`src/rtl/gpio_bank.sv`:
```
module gpio_bank #(
  parameter int N  = 16,
  parameter int AW = 8,
  parameter int DW = 32
) (
  input  logic          clk,
  input  logic          rst_n,
  input  logic          bus_wr,
  input  logic [AW-1:0] bus_addr,
  input  logic [DW-1:0] bus_wdata,
  output logic [DW-1:0] bus_rdata,
  input  logic [N-1:0]  pin_in,
  output logic [N-1:0]  pin_out,
  output logic [N-1:0]  pin_oe,
  output logic          irq,
  output logic          wake
);
  localparam int WW = AW - 2;
  localparam int CFG_BASE = 10;

  logic [WW-1:0] word;
  logic [N-1:0]  wd;
  logic [N-1:0]  out_q, oen_q, stat_q, stat_sw;
  logic [N-1:0]  s1, s2, prev;
  logic [N-1:0]  drv_q, wen_q, hit, lvl;
  logic [2:0]    typ_q [N];

  assign word = bus_addr[AW-1:2];
  assign wd   = bus_wdata[N-1:0];

  always_ff @(posedge clk or negedge rst_n)
    if (!rst_n) begin
      s1 <= '0; s2 <= '0; prev <= '0;
    end else begin
      s1 <= pin_in; s2 <= s1; prev <= s2;
    end

  for (genvar i = 0; i < N; i++) begin : g_pin
    logic rise, fall;
    assign rise = s2[i] & ~prev[i];
    assign fall = ~s2[i] & prev[i];
    assign lvl[i] = (typ_q[i] == 3'd4 & ~s2[i]) | (typ_q[i] == 3'd5 & s2[i]);
    assign hit[i] = (typ_q[i] == 3'd1 & rise) | (typ_q[i] == 3'd2 & fall) |
                    (typ_q[i] == 3'd3 & (rise | fall)) | lvl[i];

    always_ff @(posedge clk or negedge rst_n)
      if (!rst_n) begin
        drv_q[i] <= 1'b0; typ_q[i] <= 3'd0; wen_q[i] <= 1'b0;
      end else if (bus_wr && word == WW'(CFG_BASE + i)) begin
        drv_q[i] <= bus_wdata[2];
        typ_q[i] <= bus_wdata[9:7];
        wen_q[i] <= bus_wdata[10];
      end
  end

  always_comb begin
    stat_sw = stat_q;
    if (bus_wr)
      case (word)
        WW'(7):  stat_sw = wd;
        WW'(8):  stat_sw = stat_q | wd;
        WW'(9):  stat_sw = stat_q & ~wd;
        default: ;
      endcase
  end

  always_ff @(posedge clk or negedge rst_n)
    if (!rst_n) begin
      out_q <= '0; oen_q <= '0; stat_q <= '0;
    end else begin
      stat_q <= stat_sw | hit;
      if (bus_wr)
        case (word)
          WW'(0):  out_q <= wd;
          WW'(1):  out_q <= out_q | wd;
          WW'(2):  out_q <= out_q & ~wd;
          WW'(3):  oen_q <= wd;
          WW'(4):  oen_q <= oen_q | wd;
          WW'(5):  oen_q <= oen_q & ~wd;
          default: ;
        endcase
    end

  always_comb begin
    bus_rdata = '0;
    case (word)
      WW'(0):  bus_rdata[N-1:0] = out_q;
      WW'(3):  bus_rdata[N-1:0] = oen_q;
      WW'(6):  bus_rdata[N-1:0] = s2;
      WW'(7):  bus_rdata[N-1:0] = stat_q;
      default:
        for (int k = 0; k < N; k++)
          if (word == WW'(CFG_BASE + k)) begin
            bus_rdata[2]   = drv_q[k];
            bus_rdata[9:7] = typ_q[k];
            bus_rdata[10]  = wen_q[k];
          end
    endcase
  end

  assign pin_out = out_q & ~drv_q;
  assign pin_oe  = oen_q & ~(drv_q & out_q);
  assign irq     = |stat_q;
  assign wake    = |(lvl & wen_q);
endmodule


```
`config.mk`:
```
export PLATFORM = sky130hd
export DESIGN_NAME = gpio_bank
export DESIGN_NICKNAME = d
export VERILOG_FILES = /design/src/rtl/gpio_bank.sv
export SDC_FILE = /design/constraint.sdc
export NUM_CORES = 1
export LEC_CHECK = 0
export BUFFER_PORTS_ARGS = -buffer_cell sky130_fd_sc_hd__buf_2
export CORE_ASPECT_RATIO = 1.75
export CORE_MARGIN = 3
export CORE_UTILIZATION = 42
export DETAILED_ROUTE_END_ITERATION = 6
export PLACE_DENSITY = 0.6
export RECOVER_POWER = 25
export SYNTH_ARGS = -nofsm -noshare
export SYNTH_HDL_FRONTEND = slang
export SYNTH_SLANG_ARGS = --single-unit
```
`constraint.sdc`:
```
create_clock -name clk -period 8.5 [get_ports clk]
set_clock_uncertainty 0.15 [all_clocks]
set_input_delay 2.55 -clock clk [delete_from_list [all_inputs] [get_ports clk]]
set_output_delay 2.55 -clock clk [all_outputs]
set_load 0.02 [all_outputs]
```
==> impl_metrics.tcl <==
set metrics [dict create \
    reg2reg_from "s2[15]" \
    synthTopCellsByArea "dfrtp_1 46%, mux2_2 9.5%, o21ai_0 4.7%" \
    dr.pass1.iters 7 \
    routed_via_density 5.79 \
    critPathKind "in2out" \
    startpoint_type "input pin" \
    route.detailed.wl_per_inst_um 22.6 \
    critical_path.cell_chain "buf_2, or4b_1, nor3b_1, a31oi_1, o2111ai_1, o2111ai_1, o211ai_1, buf_2" \
    grt_pass1_vias 7614 \
    required_ns 5.80 \
    rr_endpoint "stat_q[15]" \
    cp_max_fo 30 \
    synthFlopType "dfrtp_1" \
    end_kind "output pin" \
    max_freq_mhz 130 \
    worst_pin_slew_ns 4.77 \
    r2r_slack_ns 6.55 \
    gr-total-overflow 0 \
    cts_tree "yes" \
    io_pins 125 \
    setup_viol 0 \
    finalWirelength_mm 30.2 \
    area_growth_pct 13.5 \
    numPortBuffers 90 \
    cpPeakStageDelay_ns 0.86 \
    drc 0 \
    place_congestion 0.950 \
    insertion_delay_ns 0.45 \
    leakage_uw 0.00497 \
    die_y_um 206 \
    cts_resized 0 \
    dp_hpwl_mm 22.3 \
    ys_types 65 \
    grtUsageTotal_pct 25.0 \
    slew_violations 108 \
    ys_ff_latch 176 \
    whs_endpoint "s2[9]" \
    syn_area_um2 9560 \
    htree_levels 4 \
    post-cts-setup-buffer-count 0 \
    rsz0062_at_grt "false" \
    critPathSlowestCell "or4b_1" \
    ant_nets 0 \
    syn_inst 952 \
    drive_above_1_share_pct 22.1 \
    clkTransAtPathRegs_ns 0.06 \
    cp_data_arrival_time_ns 4.98 \
    hold_viol_final 0 \
    seq_area_frac_synth_pct 46.1 \
    tns_ns 0 \
    min_path_type "reg2reg" \
    hold_start "s1[9]" \
    vdd_drop_max_uv 122 \
    power_uw 2260 \
    die_w_um 120 \
    rows 72 \
    grt_max_degree 108 \
    cts_max_path_buffers 2 \
    dieArea_um2 24700 \
    period_minus_slack_ns 7.68 \
    diodes 0 \
    grt_pass1_wl_mm 45.9 \
    numCtsBuffers 17 \
    timing.max_cap.violations 1 \
    synth_area_per_cell_um2 10.0 \
    hold_ws_ns 0.197 \
    ys_warn_count 0 \
    status "finished with violations" \
    dr_total_vias 7746 \
    synth_top_area_share_pct 46.1 \
    synth_edf_count 0 \
    clkSinkCount 176 \
    cts_hold_buf 0 \
    min_period_over_period_pct 90.4 \
    holdPathStages 0 \
    antenna_found_initial 0 \
    pwr_density_cell_nw_per_um2 208 \
    relSlewSlack_pct -218 \
    initial_core_util_pct 42.9 \
    cts_root_buf "clkbuf_16" \
    netlist.top_cell.by_area "dfrtp_1" \
    synthArstFlopShare_pct 100 \
    core-area_um2 22300 \
    nets 1120 \
    violations "capacitance limit, slew limit" \
    r2r_cells 5 \
    drt_iter0_drc 831 \
]
-- worst max-delay path by stage --
stage | from | end | slack (ns) | depth (start not counted)
global placement | bus_addr[4] | bus_rdata[8] | 0.83 | 8
global route | rst_n | typ_q[18] | 0.64 | 1
floorplan | bus_addr[7] | bus_rdata[10] | 1.52 | 7
finish | bus_addr[4] | bus_rdata[8] | 0.82 | 8
detailed placement | bus_addr[4] | bus_rdata[8] | 0.83 | 8
CTS | bus_addr[4] | bus_rdata[8] | 0.82 | 8
-- cells by family (layout without fill, tap and decap cells) --
logic type      count (synthesis)  in the layout  synth area share, %
simple gates                  279            279                 14.9
compound gates                254            254                 18.1
flops                         176            176                 46.1
buf+inv                       107            182                 5.04
mux                            85             85                 9.96
fa+ha+maj                      32             32                 4.19
xor+xnor                       18             18                 1.65
other cells                     1             16               0.0392
-- layout make-up --
type,instances,area [um2]
Fill cell,2150,11400
Multi-Input combinational cell,684,4730
Sequential cell,176,4400
Timing Repair Buffer,112,623
Clock buffer,22,464
Tap cell,296,370
Inverter,38,143
Clock inverter,10,110
-- through the flow --
| stage | setup slack, ns | instances | utilization, % | area, um2 |
|---|---|---|---|---|
| final | 0.818 | 1338 | 48.7 | 10800 |
| after global routing | 0.640 | 1338 | 48.7 | 10800 |
| after CTS | 0.825 | 1338 | 48.7 | 10800 |
| after detailed placement | 0.834 | 1306 | 46.2 | 10300 |
| after global placement | 0.831 | 1306 | 46.2 | 10300 |
| after floorplan | 1.52 | 967 | - | 9610 |
-- worst max-delay path, delay by kind of cell --
kind	cells	cell delay [ns]
AND/OR/NAND/NOR	2	1.29
AO/OA/AOI/OAI	4	0.65
buffers and inverters	2	0.48
-- layout by cell type, fill, tap and decap left out, types with 17 or more instances in the layout --
cell type,count
buf_4,22
a22o_1,34
nand3_1,18
a21oi_1,27
nor2b_1,31
ha_1,32
dfrtp_1,176
mux2_2,81
buf_2,89
nand2_1,100
o21ai_0,90
xnor2_1,17
nor2_1,49
inv_1,38
a21boi_0,19
clkbuf_16,17
-- per-layer routing --
metal  up-vias  routed length [um]  GRT usage (%)
met5         -                   0              0
met4         0                1940           16.2
met3        72                1590           4.26
met2       254               15100           42.5
met1      3839               11600           28.8
li1       3581                   -              -
-- synthesized netlist by cell type (13+ instances only) --
cell type	count
a21boi_0	19
a21oi_1	27
a222oi_1	15
a22o_1	34
buf_2	13
buf_4	17
clkbuf_1	35
dfrtp_1	176
ha_1	32
inv_1	38
mux2_2	81
nand2_1	100
nand3_1	18
nor2_1	49
nor2b_1	31
o21ai_0	90
xnor2_1	17
-- registers in the layout, indices dropped and copies added, names as in the netlist --
name / flops
oen_q: 16
prev: 16
s1: 16
typ_q: 48
wen_q: 16
s2: 16
stat_q: 16
out_q: 16
drv_q: 16
-- power by group --
| group | switching [uW] | internal, uW |
|---|---|---|
| clock network | 335 | 447 |
| registers | 130 | 942 |
| logic | 228 | 175 |
| total | 692 | 1560 |
Power figures use the tool's default switching activity.
